==> src/rtl/scb_pkg.sv <==
package scb_pkg;
  typedef enum logic {
    XFER_NARROW = 1'b0,
    XFER_WIDE   = 1'b1
  } xfer_kind_e;
endpackage

==> src/rtl/scb_entry_file.sv <==
module scb_entry_file #(
  parameter int ENTRIES = 4,
  parameter int TAG_W   = 29,
  parameter int DW      = 64,
  parameter int IDX_W   = 2
) (
  input  logic               clk,
  input  logic               rst,
  input  logic               wr_en,
  input  logic [TAG_W-1:0]   wr_tag,
  input  logic [DW-1:0]      wr_data,
  input  logic [DW/8-1:0]    wr_be,
  input  logic               drain_en,
  input  logic [IDX_W-1:0]   drain_idx,
  output logic               hit,
  output logic               free_avail,
  output logic               empty,
  output logic [ENTRIES-1:0] vld_vec,
  output logic [ENTRIES-1:0] full_vec,
  output logic [TAG_W-1:0]   rd_tag,
  output logic [DW-1:0]      rd_data,
  output logic [DW/8-1:0]    rd_be
);
  localparam int DBE = DW / 8;

  logic [ENTRIES-1:0] vld_q;
  logic [TAG_W-1:0]   tag_q [ENTRIES];
  logic [DW-1:0]      dat_q [ENTRIES];
  logic [DBE-1:0]     be_q  [ENTRIES];
  logic [ENTRIES-1:0] hit_vec;
  logic [IDX_W-1:0]   hit_idx, free_idx, tgt_idx;

  // an entry leaving this cycle cannot take a merge
  for (genvar gi = 0; gi < ENTRIES; gi++) begin : g_cmp
    assign hit_vec[gi]  = vld_q[gi] && (tag_q[gi] == wr_tag) &&
                          !(drain_en && drain_idx == IDX_W'(gi));
    assign full_vec[gi] = vld_q[gi] && (&be_q[gi]);
  end

  always_comb begin
    hit_idx  = '0;
    free_idx = '0;
    for (int i = ENTRIES - 1; i >= 0; i--) begin
      if (hit_vec[i]) hit_idx = IDX_W'(i);
      if (!vld_q[i])  free_idx = IDX_W'(i);
    end
  end

  assign hit        = |hit_vec;
  assign free_avail = ~&vld_q;
  assign empty      = ~|vld_q;
  assign tgt_idx    = hit ? hit_idx : free_idx;
  assign vld_vec    = vld_q;
  assign rd_tag     = tag_q[drain_idx];
  assign rd_data    = dat_q[drain_idx];
  assign rd_be      = be_q[drain_idx];

  always_ff @(posedge clk) begin
    if (rst) begin
      vld_q <= '0;
    end else begin
      for (int i = 0; i < ENTRIES; i++) begin
        if (drain_en && drain_idx == IDX_W'(i)) vld_q[i] <= 1'b0;
        if (wr_en && tgt_idx == IDX_W'(i)) begin
          vld_q[i] <= 1'b1;
          tag_q[i] <= wr_tag;
          if (hit) begin
            be_q[i] <= be_q[i] | wr_be;
            for (int b = 0; b < DBE; b++)
              if (wr_be[b]) dat_q[i][b*8 +: 8] <= wr_data[b*8 +: 8];
          end else begin
            be_q[i]  <= wr_be;
            dat_q[i] <= wr_data;
          end
        end
      end
    end
  end

  logic dup_any;
  always_comb begin
    dup_any = 1'b0;
    for (int i = 0; i < ENTRIES; i++)
      for (int j = i + 1; j < ENTRIES; j++)
        if (vld_q[i] && vld_q[j] && tag_q[i] == tag_q[j]) dup_any = 1'b1;
  end

  assert_unique_tags_R4: assert property (@(posedge clk) disable iff (rst) !dup_any)
    else $error("two valid entries share a doubleword tag");
endmodule

==> src/rtl/scb_drain_pick.sv <==
module scb_drain_pick #(
  parameter int ENTRIES = 4,
  parameter int IDX_W   = 2
) (
  input  logic [ENTRIES-1:0] req_vec,
  output logic               any,
  output logic [IDX_W-1:0]   idx
);
  always_comb begin
    idx = '0;
    for (int i = ENTRIES - 1; i >= 0; i--)
      if (req_vec[i]) idx = IDX_W'(i);
  end
  assign any = |req_vec;
endmodule

==> src/rtl/scb_bus_out.sv <==
module scb_bus_out #(
  parameter int ADDR_W = 32,
  parameter int DW     = 64
) (
  input  logic              clk,
  input  logic              rst,
  input  logic              load,
  input  logic              ld_wide,
  input  logic [ADDR_W-1:0] ld_addr,
  input  logic [DW-1:0]     ld_data,
  input  logic [DW/8-1:0]   ld_be,
  input  logic              bus_ready,
  output logic              out_free,
  output logic              bus_valid,
  output logic              bus_wide,
  output logic [ADDR_W-1:0] bus_addr,
  output logic [DW-1:0]     bus_data,
  output logic [DW/8-1:0]   bus_be
);
  assign out_free = !bus_valid || bus_ready;

  always_ff @(posedge clk) begin
    if (rst) begin
      bus_valid <= 1'b0;
      bus_wide  <= 1'b0;
      bus_addr  <= '0;
      bus_data  <= '0;
      bus_be    <= '0;
    end else if (out_free) begin
      bus_valid <= load;
      if (load) begin
        bus_wide <= ld_wide;
        bus_addr <= ld_addr;
        bus_data <= ld_data;
        bus_be   <= ld_be;
      end
    end
  end

  assert_hold_payload_R11: assert property (@(posedge clk) disable iff (rst)
    (bus_valid && !bus_ready) |=> (bus_valid && $stable(bus_addr) && $stable(bus_data) &&
                                   $stable(bus_be) && $stable(bus_wide)))
    else $error("bus payload moved under backpressure");
endmodule

==> src/rtl/store_coalesce_buf.sv <==
module store_coalesce_buf #(
  parameter int ADDR_W  = 32,
  parameter int WORD_W  = 32,
  parameter int ENTRIES = 4
) (
  input  logic                                  clk,
  input  logic                                  rst,
  input  logic                                  coal_off,
  input  logic                                  st_valid,
  output logic                                  st_ready,
  input  logic [ADDR_W-$clog2(WORD_W/8)-1:0]    st_waddr,
  input  logic [WORD_W-1:0]                     st_data,
  input  logic [WORD_W/8-1:0]                   st_be,
  input  logic                                  st_permit,
  input  logic                                  fence_req,
  output logic                                  fence_done,
  output logic                                  bus_valid,
  input  logic                                  bus_ready,
  output logic                                  bus_wide,
  output logic [ADDR_W-1:0]                     bus_addr,
  output logic [2*WORD_W-1:0]                   bus_data,
  output logic [WORD_W/4-1:0]                   bus_be
);
  import scb_pkg::*;

  localparam int WBE     = WORD_W / 8;
  localparam int DW      = 2 * WORD_W;
  localparam int DBE     = 2 * WBE;
  localparam int WOFF    = $clog2(WBE);
  localparam int DOFF    = WOFF + 1;
  localparam int WADDR_W = ADDR_W - WOFF;
  localparam int TAG_W   = ADDR_W - DOFF;
  localparam int IDX_W   = $clog2(ENTRIES);

  logic [TAG_W-1:0]   st_tag;
  logic               st_hi, st_coal, acc, wr_en, nar_ld;
  logic [WORD_W-1:0]  st_masked;
  logic [DW-1:0]      wide_data;
  logic [DBE-1:0]     wide_be;
  logic               hit, free_avail, ent_empty;
  logic [ENTRIES-1:0] vld_vec, full_vec, req_vec;
  logic [TAG_W-1:0]   rd_tag;
  logic [DW-1:0]      rd_data;
  logic [DBE-1:0]     rd_be;
  logic               drain_any, drain_en, drain_force, out_free, fence_pend;
  logic [IDX_W-1:0]   drain_idx;
  xfer_kind_e         ld_kind;
  logic [ADDR_W-1:0]  ld_addr;
  logic [DW-1:0]      ld_data;
  logic [DBE-1:0]     ld_be;

  assign st_tag  = st_waddr[WADDR_W-1:1];
  assign st_hi   = st_waddr[0];
  assign st_coal = !coal_off && st_permit;

  always_comb begin
    for (int b = 0; b < WBE; b++)
      st_masked[b*8 +: 8] = st_be[b] ? st_data[b*8 +: 8] : 8'h00;
  end

  assign wide_data = st_hi ? {st_masked, {WORD_W{1'b0}}} : {{WORD_W{1'b0}}, st_masked};
  assign wide_be   = st_hi ? {st_be, {WBE{1'b0}}}       : {{WBE{1'b0}}, st_be};

  // store port acceptance
  assign st_ready = !fence_pend && (st_coal ? (hit || free_avail) : (ent_empty && out_free));
  assign acc      = st_valid && st_ready;
  assign wr_en    = acc && st_coal;
  assign nar_ld   = acc && !st_coal;

  // drain policy: complete entries always, everything under pressure
  assign drain_force = fence_pend || (st_valid && !st_coal) || !free_avail;
  for (genvar gi = 0; gi < ENTRIES; gi++) begin : g_req
    assign req_vec[gi] = vld_vec[gi] && (full_vec[gi] || drain_force);
  end
  assign drain_en = drain_any && out_free;

  scb_entry_file #(.ENTRIES(ENTRIES), .TAG_W(TAG_W), .DW(DW), .IDX_W(IDX_W)) u_entries (
    .clk(clk), .rst(rst), .wr_en(wr_en), .wr_tag(st_tag), .wr_data(wide_data), .wr_be(wide_be),
    .drain_en(drain_en), .drain_idx(drain_idx), .hit(hit), .free_avail(free_avail),
    .empty(ent_empty), .vld_vec(vld_vec), .full_vec(full_vec),
    .rd_tag(rd_tag), .rd_data(rd_data), .rd_be(rd_be)
  );

  scb_drain_pick #(.ENTRIES(ENTRIES), .IDX_W(IDX_W)) u_pick (
    .req_vec(req_vec), .any(drain_any), .idx(drain_idx)
  );

  assign ld_kind = drain_en ? XFER_WIDE : XFER_NARROW;
  assign ld_addr = drain_en ? {rd_tag, {DOFF{1'b0}}} : {st_waddr, {WOFF{1'b0}}};
  assign ld_data = drain_en ? rd_data : {{WORD_W{1'b0}}, st_masked};
  assign ld_be   = drain_en ? rd_be   : {{WBE{1'b0}}, st_be};

  scb_bus_out #(.ADDR_W(ADDR_W), .DW(DW)) u_out (
    .clk(clk), .rst(rst), .load(drain_en || nar_ld), .ld_wide(ld_kind),
    .ld_addr(ld_addr), .ld_data(ld_data), .ld_be(ld_be), .bus_ready(bus_ready),
    .out_free(out_free), .bus_valid(bus_valid), .bus_wide(bus_wide),
    .bus_addr(bus_addr), .bus_data(bus_data), .bus_be(bus_be)
  );

  // fence tracking
  always_ff @(posedge clk) begin
    if (rst) begin
      fence_pend <= 1'b0;
      fence_done <= 1'b0;
    end else begin
      fence_done <= 1'b0;
      if (fence_pend) begin
        if (ent_empty && !bus_valid) begin
          fence_pend <= 1'b0;
          fence_done <= 1'b1;
        end
      end else if (fence_req) begin
        fence_pend <= 1'b1;
      end
    end
  end

  assert_narrow_upper_idle_R2: assert property (@(posedge clk) disable iff (rst)
    (bus_valid && !bus_wide) |-> (bus_be[DBE-1:WBE] == '0 && bus_data[DW-1:WORD_W] == '0))
    else $error("narrow transaction uses upper lanes");

  assert_uncoal_goes_narrow_R3: assert property (@(posedge clk) disable iff (rst)
    (st_valid && st_ready && !(st_permit && !coal_off)) |=> (bus_valid && !bus_wide))
    else $error("non-mergeable store did not leave as narrow");

  assert_fence_done_clean_R8: assert property (@(posedge clk) disable iff (rst)
    fence_done |-> (ent_empty && !bus_valid))
    else $error("fence completed with traffic pending");

  assert_fence_pulse_R8: assert property (@(posedge clk) disable iff (rst)
    fence_done |=> !fence_done)
    else $error("fence_done longer than one cycle");

  assert_wide_has_bytes_R5: assert property (@(posedge clk) disable iff (rst)
    (bus_valid && bus_wide) |-> (bus_be != '0))
    else $error("wide transaction with no enables");
endmodule

==> config.mk <==
export PLATFORM = sky130hd
export DESIGN_NAME = store_coalesce_buf
export DESIGN_NICKNAME = d
export VERILOG_FILES = /design/src/rtl/scb_pkg.sv /design/src/rtl/scb_entry_file.sv /design/src/rtl/scb_drain_pick.sv /design/src/rtl/scb_bus_out.sv /design/src/rtl/store_coalesce_buf.sv
export SDC_FILE = /design/constraint.sdc
export NUM_CORES = 1
export LEC_CHECK = 0
export BUFFER_PORTS_ARGS = -buffer_cell sky130_fd_sc_hd__buf_2
export CAP_MARGIN = 20
export CELL_PAD_IN_SITES_DETAIL_PLACEMENT = 2
export CELL_PAD_IN_SITES_GLOBAL_PLACEMENT = 2
export CORE_AREA = 5 5 259 261
export CTS_CLUSTER_DIAMETER = 60
export DETAILED_ROUTE_END_ITERATION = 16
export DIE_AREA = 0 0 264 266
export GPL_TIMING_DRIVEN = 0
export PLACE_DENSITY_LB_ADDON = 0.1
export SYNTH_ARGS = -nofsm -noshare
export SYNTH_HDL_FRONTEND = slang
export SYNTH_SLANG_ARGS = --single-unit
==> constraint.sdc <==
create_clock -name clk -period 8.7 [get_ports clk]
set_input_delay 2.175 -clock clk [delete_from_list [all_inputs] [get_ports clk]]
set_output_delay 2.175 -clock clk [all_outputs]
set_load 0.02 [all_outputs]
Yosys cells after proc, flatten, opt, wreduce, memory -nomap -nowiden
Memory sizes are Yosys's and may differ from the RTL's.
Index checks and enable logic that the tools add are counted.
{"block": "classes", "muxes": 249, "n_eq_ne": 10, "n_reduce_logical": 77, "bitwise": 41}
{"cell": "8-bit two-way mux", "count": 48}
{"cell": "64-bit two-way mux", "count": 5}
{"cell": "64-bit OR reduction", "count": 3}
{"cell": "1-bit two-way mux", "count": 170}
{"cell": "29-bit == test", "count": 4}
{"cell": "29-bit two-way mux", "count": 3}
{"cell": "29-bit OR reduction", "count": 3}
{"cell": "2-bit two-way mux", "count": 22}
{"cell": "1-bit bitwise OR", "count": 36}
{"cell": "1-bit logical AND", "count": 33}
{"cell": "32-bit two-way mux", "count": 1}
{"cell": "8-bit bitwise OR", "count": 4}
{"cell": "8-bit AND reduction", "count": 4}
{"cell": "8-bit OR reduction", "count": 3}
{"cell": "4-bit OR reduction", "count": 3}
{"cell": "1-bit zero test", "count": 10}
{"cell": "1-bit logical OR", "count": 9}
{"cell": "2-bit == test, second input constant", "count": 4}
{"cell": "2-bit nonzero test", "count": 4}
{"cell": "2-bit by 1-bit == test with 1-bit output, second input constant", "count": 2}
{"cell": "2-bit zero test", "count": 2}
{"cell": "4-bit AND reduction", "count": 1}
{"cell": "2-bit AND reduction", "count": 1}
{"cell": "2-bit OR reduction", "count": 1}
{"cell": "1-bit NOT", "count": 1}
{"block": "word_totals", "elab_cells": 391, "reg_bits": 112, "mem_count": 3, "ram_bits": 404, "output_inout_bits": 108, "input_bits": 73}
{"name": "u_entries.dat_q", "depth": 4, "word_bits": 64, "rd": 1, "rd_ports_with_merged_regs": 0, "wr": 1, "line": "scb_entry_file.sv:28", "source": "logic [DW-1:0] dat_q [ENTRIES];"}
{"name": "u_entries.tag_q", "depth": 4, "word_bits": 29, "rd": 5, "rd_ports_with_merged_regs": 0, "wr": 1, "line": "scb_entry_file.sv:27", "source": "logic [TAG_W-1:0] tag_q [ENTRIES];"}
{"name": "u_entries.be_q", "depth": 4, "word_bits": 8, "rd": 5, "rd_ports_with_merged_regs": 0, "wr": 1, "line": "scb_entry_file.sv:29", "source": "logic [DBE-1:0] be_q [ENTRIES];"}

Depth between registers and ports, before layout
Gate-level depths: netlist of the first run.
{"block": "logic_depth", "depth_word": 31, "ltp_mapped": 10, "mapped_depth_nobuf": 7}

By module
Synthesis of the first run repeated with hierarchy kept, for this count alone.
{"block": "unflattened", "hier_cells": 1768, "hier_area_um2": 24015.5}
{"mod": "scb_entry_file", "instances": 1, "seq_area_each_um2": 12211.7, "area_each_um2": 17326.6, "cells_each": 918}
{"mod": "scb_bus_out", "instances": 1, "seq_area_each_um2": 2122.0, "area_each_um2": 4852.2, "cells_each": 483}
{"mod": "store_coalesce_buf", "instances": 1, "seq_area_each_um2": 40.0, "area_each_um2": 1801.7, "cells_each": 360}
{"mod": "scb_drain_pick", "instances": 1, "seq_area_each_um2": 0.0, "area_each_um2": 35.0, "cells_each": 7}

Least setup slack after synthesis of the first run
No wires, ideal clock.
{"block": "synth_path", "path_kind": "input-to-output", "from": "input port coal_off", "to": "output port st_ready", "path_slack_ps": 2512, "arrival_ps": 4013, "n_path_buf": 0, "required_ps": 6525, "path_stages": 7, "path_cell_list": "nand2b_1 a211o_2 o21ai_0 nand4_1 a32oi_2 nand3b_2 o21a_1"}
{"block": "synth_via", "elab_chain_len": 20, "elab_cells_between_ends": 40, "cone_classes": "eq/ne (3); mux (5); reduce/logical (32)"}
{"item": "start, declared", "line": "store_coalesce_buf.sv:8", "source": "input logic coal_off,"}
{"item": "1-bit zero test (*)", "line": "store_coalesce_buf.sv:54", "source": "assign st_coal = !coal_off && st_permit;"}
{"item": "1-bit logical AND (*)", "line": "store_coalesce_buf.sv:54"}
{"item": "1-bit zero test", "line": "store_coalesce_buf.sv:71", "source": "assign drain_force = fence_pend || (st_valid && !st_coal) || !free_avail;"}
{"item": "1-bit logical AND", "line": "store_coalesce_buf.sv:71"}
{"item": "1-bit logical OR (2 in series)", "line": "store_coalesce_buf.sv:71"}
{"item": "1-bit logical OR", "line": "store_coalesce_buf.sv:73", "source": "assign req_vec[gi] = vld_vec[gi] && (full_vec[gi] || drain_force);"}
{"item": "1-bit logical AND", "line": "store_coalesce_buf.sv:73"}
{"item": "2-bit two-way mux (4 in series)", "line": "scb_drain_pick.sv:12", "source": "if (req_vec[i]) idx = IDX_W'(i);"}
{"item": "2-bit by 1-bit == test with 1-bit output, or another cell as far along", "line": "scb_entry_file.sv:36", "source": "!(drain_en && drain_idx == IDX_W'(gi));"}
{"item": "1-bit logical AND", "line": "scb_entry_file.sv:36"}
{"item": "1-bit zero test", "line": "scb_entry_file.sv:36"}
{"item": "1-bit logical AND", "line": "scb_entry_file.sv:35", "source": "assign hit_vec[gi] = vld_q[gi] && (tag_q[gi] == wr_tag) &&"}
{"item": "4-bit OR reduction", "line": "scb_entry_file.sv:49", "source": "assign hit = |hit_vec;"}
{"item": "1-bit logical OR", "line": "store_coalesce_buf.sv:65", "source": "assign st_ready = !fence_pend && (st_coal ? (hit || free_avail) : (ent_empty && out_free));"}
{"item": "1-bit two-way mux (*)", "line": "store_coalesce_buf.sv:65"}
{"item": "1-bit logical AND (*)", "line": "store_coalesce_buf.sv:65"}
{"item": "end, declared", "line": "store_coalesce_buf.sv:10", "source": "output logic st_ready,"}
Mark *: on every way between the ends. The rest lies on a longest branch, timed or not.

Worst setup path after layout of the first run
{"block": "layout_path", "from": "input port st_waddr[7]", "to": "output port st_ready"}
{"block": "layout_via", "elab_chain_len": 7, "elab_cells_between_ends": 16, "cone_classes": "eq/ne (4); mux (1); reduce/logical (11)"}
{"item": "start, declared", "line": "store_coalesce_buf.sv:11", "source": "input logic [ADDR_W-$clog2(WORD_W/8)-1:0] st_waddr,"}
{"item": "29-bit == test", "line": "scb_entry_file.sv:35"}
{"item": "1-bit logical AND (2 in series)", "line": "scb_entry_file.sv:35"}
{"item": "4-bit OR reduction (*)", "line": "scb_entry_file.sv:49"}
{"item": "1-bit logical OR (*)", "line": "store_coalesce_buf.sv:65"}
{"item": "1-bit two-way mux (*)", "line": "store_coalesce_buf.sv:65"}
{"item": "1-bit logical AND (*)", "line": "store_coalesce_buf.sv:65"}
Marks and branches as above.

==> results.py, run 1 <==
metrics = {
    "run_status": {
        "run_status": "complete, no violations",
    },
    "finish": {
        "seqCellArea_um2": 14330,
        "syn_to_final_growth_pct": 18.27,
        "layout.cells.most_common_list": "edfxtp_1, buf_2, clkbuf_1",
        "multi_input_area_um2": 7134,
        "final_common_cell": "edfxtp_1",
        "final_util": 0.4102,
        "fin_nets": 2063,
        "fillers": 6586,
        "drive_gt1_frac": 0.1856,
    },
    "clock_tree": {
        "h-tree-depth": 2,
        "cts_buffers": 60,
        "clk_pin_slew_ps": 50,
        "clk_latency_ps": 630,
        "post_cts_resized": 0,
        "cts_sinks": 514,
        "root_buffer": "clkbuf_16",
        "hold_buffers": 0,
        "postCtsSetupRepairBufs": 0,
        "cts_tree": "yes",
        "clockBufferDepth": 3,
    },
    "flow_run": {
        "maxCapViolCount": 0,
    },
    "power_and_ir_drop": {
        "seq_power_share": 0.478,
        "pwr-share-comb": 0.076,
        "vdd_ir_drop_max_mv": 0.1559,
        "p_per_area_nw_per_um2": 216.1,
        "power.internal_w": 0.004300,
        "p_clk_frac": 0.446,
        "power.switching_w": 0.001393,
        "p_leak_nw": 9.324,
        "netSwitchingFraction": 0.2447,
    },
    "timing": {
        "min_period_over_period": 0.8580,
        "relSlewSlack": 0.2515,
        "min_period_ps": 7465,
        "max_freq_ghz": 0.1340,
        "finalSetupViolations": 0,
        "hold_viol": 0,
        "rsz0062_at_grt": "no",
        "drv_slew": 0,
        "fin_worst_skew_ps": 16.84,
        "tns_ps": 0,
        "tightest_slew_ps": 1123,
    },
    "route": {
        "viasPerCell": 5.705,
        "ant_nets": 0,
        "first_pass_iters": 5,
        "num_vias": 16544,
        "drc": 0,
        "drt_wl_total_um": 87770,
        "post_drt_wl_per_cell_um": 30.26,
        "drtIter0Drc": 1169,
    },
    "floorplanning": {
        "die_w_um": 264,
        "die-area_um2": 70220,
        "coreArea_um2": 64230,
        "initial_utilization": 0.3468,
        "die_h_um": 266,
        "io_pins": 181,
        "rows": 93,
    },
    "grt": {
        "top_usage_layer": "met2",
        "grt_pass1_wl_um": 126400,
        "antenna_found_initial": 2,
        "grt_usage": 0.2411,
        "grt_max_degree": 30,
        "grtUsageMet3": 0.03500,
        "use_met1": 0.3159,
        "met2_usage": 0.4262,
        "grt_overflow": 0,
        "grt_pass1_vias": 18061,
    },
    "synth": {
        "synth_top_cell_by_area": "edfxtp_1",
        "syn_area_um2": 22280,
        "synthCells": 1737,
        "ys_ff_latch": 514,
        "syn_avg_cell_area_um2": 12.82,
        "synthTopCellsByArea": "edfxtp_1, dfxtp_1, xor2_1, a22o_1, o21ai_0",
        "async_flop_share": 0,
        "ys_types": 63,
        "yosys.area.top_type_share": 0.5446,
        "yosys_warnings": 0,
        "synthFlopType": "edfxtp_1",
        "ys_seq_area_frac": 0.6435,
        "synth-edff-count": 404,
    },
    "setup_path": {
        "critPathBufInv": 3,
        "critPathLaunchType": "primary input",
        "cp_max_fo": 7,
        "crit_top_cell": "buf_2",
        "cpPeakStageDelay_ps": 640,
        "cp.required_ps": 6530,
        "critPathTopFamily": "simple AND/OR/NAND/NOR gates",
        "path_cells": "buf_2 > clkbuf_1 > xor2_1 > nor4_1 > nand4_1 > nor3_1 > a32oi_2 > nand3b_2 > o21a_1 > buf_2",
        "critPathCaptureType": "output port",
        "cp_data_arrival_time_ps": 5290,
        "path_class": "primary input to output port",
        "crit_path_top_delay_cell": "nor4_1",
    },
    "place": {
        "hpwl_um": 62760,
        "portBuffers": 177,
        "gp_congestion": 0.8455,
    },
    "hold_path": {
        "hold_class": "flop to flop",
    },
}
-- flip-flops by register name, summed over array words and instances, names as in the netlist --
| signal | count |
|---|---|
| u_out.bus_data | 64 |
| fence_done | 1 |
| fence_pend | 1 |
| u_out.bus_be | 8 |
| u_entries.be_q | 32 |
| u_out.bus_addr | 30 |
| u_entries.vld_vec | 4 |
| u_entries.dat_q | 256 |
| u_out.bus_valid | 1 |
| u_entries.tag_q | 116 |
| u_out.bus_wide | 1 |
-- cell usage after synthesis (2+ instances only) --
master    count
a211oi_1      6
a21boi_0     13
a21o_1       63
a21oi_1      87
a221o_1      44
a221oi_1     24
a22o_1       61
a311oi_1     41
a31oi_1       2
a32oi_1      32
and2_1       33
and3_1       45
buf_1         8
buf_2        34
buf_4         8
clkbuf_1    114
dfxtp_1     110
edfxtp_1    404
inv_1        33
mux2_1        8
mux2_2       28
mux2i_1       8
nand2_1      33
nand2b_1     10
nand3_1      89
nand4_1      21
nor2_1       57
nor2_2        2
nor2b_1       5
nor3_1       22
nor4_1       20
o211ai_1      8
o21a_1        4
o21ai_0     103
o21ai_1       5
o311ai_0      6
o311ai_1      6
xnor2_1      31
xor2_1       85
-- layer usage --
layer | wire, µm | vias to the layer above
li1 | - | 7245
met1 | 37760 | 8757
met2 | 44030 | 436
met3 | 4084 | 106
met4 | 1892 | 0
met5 | 0 | -
-- kinds of logic (layout without fill, tap and decap cells) --
group                     after synthesis  after routing  share of synthesized area
and+or+nand+nor                       351            351                    0.08442
buffers and inverters                 198            502                    0.03696
DFF                                   514            514                     0.6435
AOI/OAI and AO/OA                     513            513                     0.1676
xor gates and xnor gates              116            116                    0.04561
other                                   1              5                  0.0001683
muxes                                  44             44                    0.02179
-- worst reg2reg max path, cell delays in order (launching register included) --
cell,delay (ps)
edfxtp_1,400
xnor2_1,500
nand4_1,170
nor4_1,620
o2111ai_2,360
nor3b_2,300
nand3_1,210
clkbuf_1,770
inv_2,630
-- worst paths after layout --
| path | cells past startpoint | to | startpoint | slack [ps] |
|---|---|---|---|---|
| setup / recovery | 10 | st_ready | st_waddr[7] | 1240 |
| hold / removal | 2 | u_out.bus_addr[17] | u_out.bus_addr[17] | 460 |
| setup reg to reg | 8 | u_entries.tag_q[3][2] | u_entries.tag_q[1][28] | 4250 |
| hold reg to reg | 2 | u_out.bus_addr[17] | u_out.bus_addr[17] | 460 |
-- power by group through the flow --
| stage | combinational, W | clock, W | sequential, W |
|---|---|---|---|
| final | 0.000431 | 0.00254 | 0.00272 |
| after CTS | 0.000433 | 0.00258 | 0.00272 |
| after floorplan | 0.000189 | 0 | 0.00280 |
| after global placement | 0.000418 | 0 | 0.00277 |
| after detailed placement | 0.000431 | 0 | 0.00277 |
| after global routing | 0.000457 | 0.00269 | 0.00273 |
-- cell type report --
type	count	share of cell area
well taps	855	0.04060
clock buffers	90	0.06706
multi-input cells	1026	0.2708
repair buffers	190	0.03780
clock inverters	24	0.008168
flip-flops and latches	514	0.5440
inverters	33	0.004702
plain buffers	165	0.02655
diodes	3	0.0002849
-- through the flow --
stage / worst slack, ps / cell area [µm²] / instances / hold slack, ps / total power (W)
CTS: 1189 / 26310 / 2894 / 465.6 / 0.005740
finish: 1235 / 26350 / 2900 / 457.6 / 0.005693
floorplan: 2512 / 22280 / 1738 / 469.1 / 0.002990
global route: 1066 / 26340 / 2897 / 490.9 / 0.005869
detailed placement: 1192 / 24330 / 2780 / 453.8 / 0.003205
global placement: 1199 / 24240 / 2770 / 441.6 / 0.003191
Power figures use the tool's default switching activity.
==> inputs of run 2 (changes only) <==
--- a/config.mk
+++ b/config.mk
@@ -7,8 +7,8 @@
 export LEC_CHECK = 0
 export BUFFER_PORTS_ARGS = -buffer_cell sky130_fd_sc_hd__buf_2
 export CAP_MARGIN = 20
-export CELL_PAD_IN_SITES_DETAIL_PLACEMENT = 2
-export CELL_PAD_IN_SITES_GLOBAL_PLACEMENT = 2
+export CELL_PAD_IN_SITES_DETAIL_PLACEMENT = 0
+export CELL_PAD_IN_SITES_GLOBAL_PLACEMENT = 1
 export CORE_AREA = 5 5 259 261
 export CTS_CLUSTER_DIAMETER = 60
 export DETAILED_ROUTE_END_ITERATION = 16
==> run 2 against run 1 <==
Against the previous run: critical path depth did not move; register-to-register slack improved by 30 ps; cell count barely moved; utilization fell by 0.11 points; total power fell by 1.4%; cell area fell by 0.27%; non-clock buffer count fell by 1; critical endpoint unchanged; count of clock-buffer cells in the layout fell by 5; sequential share of layout area rose by 0.14 points.
==> results.py, run 2 (synthesis results as in run 1) <==
metrics = {
    "finish": {
        "finalInstanceArea_um2": 26280,
        "regMostFlops": "u_entries.dat_q",
        "final_common_cell": "edfxtp_1",
        "drive_gt1_frac": 0.1810,
        "largest_reg_flops": 256,
        "syn_to_final_growth_pct": 17.96,
        "fin_nets": 2061,
        "top_regs": "u_entries.dat_q x256, u_entries.tag_q x116, u_out.bus_data x64",
        "layout.cells.most_common_list": "edfxtp_1, buf_2, clkbuf_1",
        "fillers": 6190,
    },
    "setup_path": {
        "critPathCaptureType": "output port",
        "cp_data_arrival_time_ps": 5350,
        "reg2reg_depth": 8,
        "crit_top_cell": "buf_2",
        "path_cells": "buf_2 > clkbuf_1 > xor2_1 > nor4_1 > nand4_1 > nor3_1 > a32oi_2 > nand3b_2 > o21a_1 > buf_2",
        "critPathLaunchType": "primary input",
        "cpPeakStageDelay_ps": 700,
        "cp.required_ps": 6530,
        "path_class": "primary input to output port",
        "rrSetupSlack_ps": 4280,
        "cp_max_fo": 7,
        "crit_path_top_delay_cell": "nor4_1",
    },
    "run_status": {
        "run_status": "complete, no violations",
    },
    "timing": {
        "min_period_ps": 7523,
        "finalSetupViolations": 0,
        "hold_viol": 0,
        "relSlewSlack": 0.2502,
        "rsz0062_at_grt": "no",
        "max_freq_ghz": 0.1329,
        "fin_worst_skew_ps": 24.51,
        "tns_ps": 0,
        "drv_slew": 0,
        "min_period_over_period": 0.8647,
        "hold_ws_ps": 452.9,
        "tightest_slew_ps": 1125,
    },
    "place": {
        "gp_congestion": 0.8612,
        "hpwl_um": 57810,
        "dpl-instance-area_um2": 24370,
        "portBuffers": 177,
    },
    "floorplanning": {
        "initial_utilization": 0.3468,
        "rows": 93,
        "die_w_um": 264,
        "die_h_um": 266,
        "io_pins": 181,
        "coreArea_um2": 64230,
        "die-area_um2": 70220,
    },
    "power_and_ir_drop": {
        "vdd_ir_drop_max_mv": 0.1243,
        "netSwitchingFraction": 0.2407,
        "power.internal_w": 0.004263,
        "power.switching_w": 0.001351,
        "seq_power_share": 0.485,
        "pwr-share-comb": 0.075,
        "p_leak_nw": 9.271,
        "p_clk_frac": 0.440,
        "p_per_area_nw_per_um2": 213.6,
    },
    "clock_tree": {
        "post_cts_resized": 0,
        "clockBufferDepth": 3,
        "cts_sinks": 514,
        "clk_pin_slew_ps": 60,
        "root_buffer": "clkbuf_16",
        "hold_buffers": 0,
        "h-tree-depth": 2,
        "cts_tree": "yes",
        "cts_buffers": 59,
        "postCtsSetupRepairBufs": 0,
        "clk_latency_ps": 630,
    },
    "grt": {
        "grt_overflow": 0,
        "grt_pass1_vias": 16505,
        "antenna_found_initial": 4,
        "grt_pass1_wl_um": 116300,
        "grt_usage": 0.2229,
        "grt_max_degree": 30,
    },
    "route": {
        "first_pass_iters": 5,
        "num_vias": 16079,
        "drt_wl_total_um": 81440,
        "ant_nets": 0,
        "drtIter0Drc": 1298,
        "viasPerCell": 5.548,
        "drc": 0,
        "post_drt_wl_per_cell_um": 28.10,
    },
    "flow_run": {
        "maxCapViolCount": 0,
    },
    "hold_path": {
        "hold_depth": 2,
        "hold_class": "flop to flop",
    },
}
## run 2: changes by cell type in the layout (fill, tap and decap cells not counted), moves of 3 or more
cell	change
clkbuf_1	+7
clkbuf_16	-3
bufinv_16	+3
clkbuf_8	-10
buf_2	-3
## run 2: path summary, 6_finish.rpt
check                                       startpoint               endpoint
worst min register to register      u_out.bus_addr[17]     u_out.bus_addr[17]
worst min-delay path                u_out.bus_addr[17]     u_out.bus_addr[17]
worst max-delay path                      st_waddr[29]               st_ready
worst max register to register  u_entries.tag_q[2][28]  u_entries.dat_q[2][5]
## run 2: power by group through the flow
stage | Clock (W) | Sequential (W) | Combinational (W)
4_1_cts | 0.00252 | 0.00272 | 0.000422
2_1_floorplan | 0 | 0.00280 | 0.000189
3_3_place_gp | 0 | 0.00277 | 0.000416
3_5_place_dp | 0 | 0.00277 | 0.000419
6_report | 0.00247 | 0.00272 | 0.000420
5_1_grt | 0.00262 | 0.00272 | 0.000447
## run 2: through the flow
stage            util  power (W)  instances  worst slack [ps]
5_1_grt        0.4090   0.005792       2895              1109
3_5_place_dp   0.3794   0.003193       2782              1218
2_1_floorplan       -   0.002990       1738              2512
6_report       0.4091   0.005614       2898              1177
4_1_cts        0.4089   0.005662       2894              1214
3_3_place_gp   0.3773   0.003189       2770              1292
## run 2: per-layer routing
metal | GRT usage | part of all wire | routed length, µm
met1 | 0.3051 | 0.43 | 35290
met2 | 0.3707 | 0.48 | 38880
met3 | 0.03832 | 0.064 | 5190
met4 | 0.05902 | 0.026 | 2080
met5 | 0 | 0 | 0
## run 2: critical path, delay by kind of cell
kind	cells	cell delay [ps]
compound gates	2	550
xor+xnor	1	140
buf+inv	3	560
simple gates	4	1900
## run 2: layout make-up
class,instances,area [µm²],area share
inverter,33,123.9,0.004714
tap,855,1070,0.04071
buffer,165,699.4,0.02662
timing repair buffer,189,1010,0.03843
clock buffer,85,1594,0.06066
multi-input combinational,1026,7134,0.2715
sequential,514,14330,0.5455
clock inverter,27,301.5,0.01148
antenna,4,10.01,0.0003809
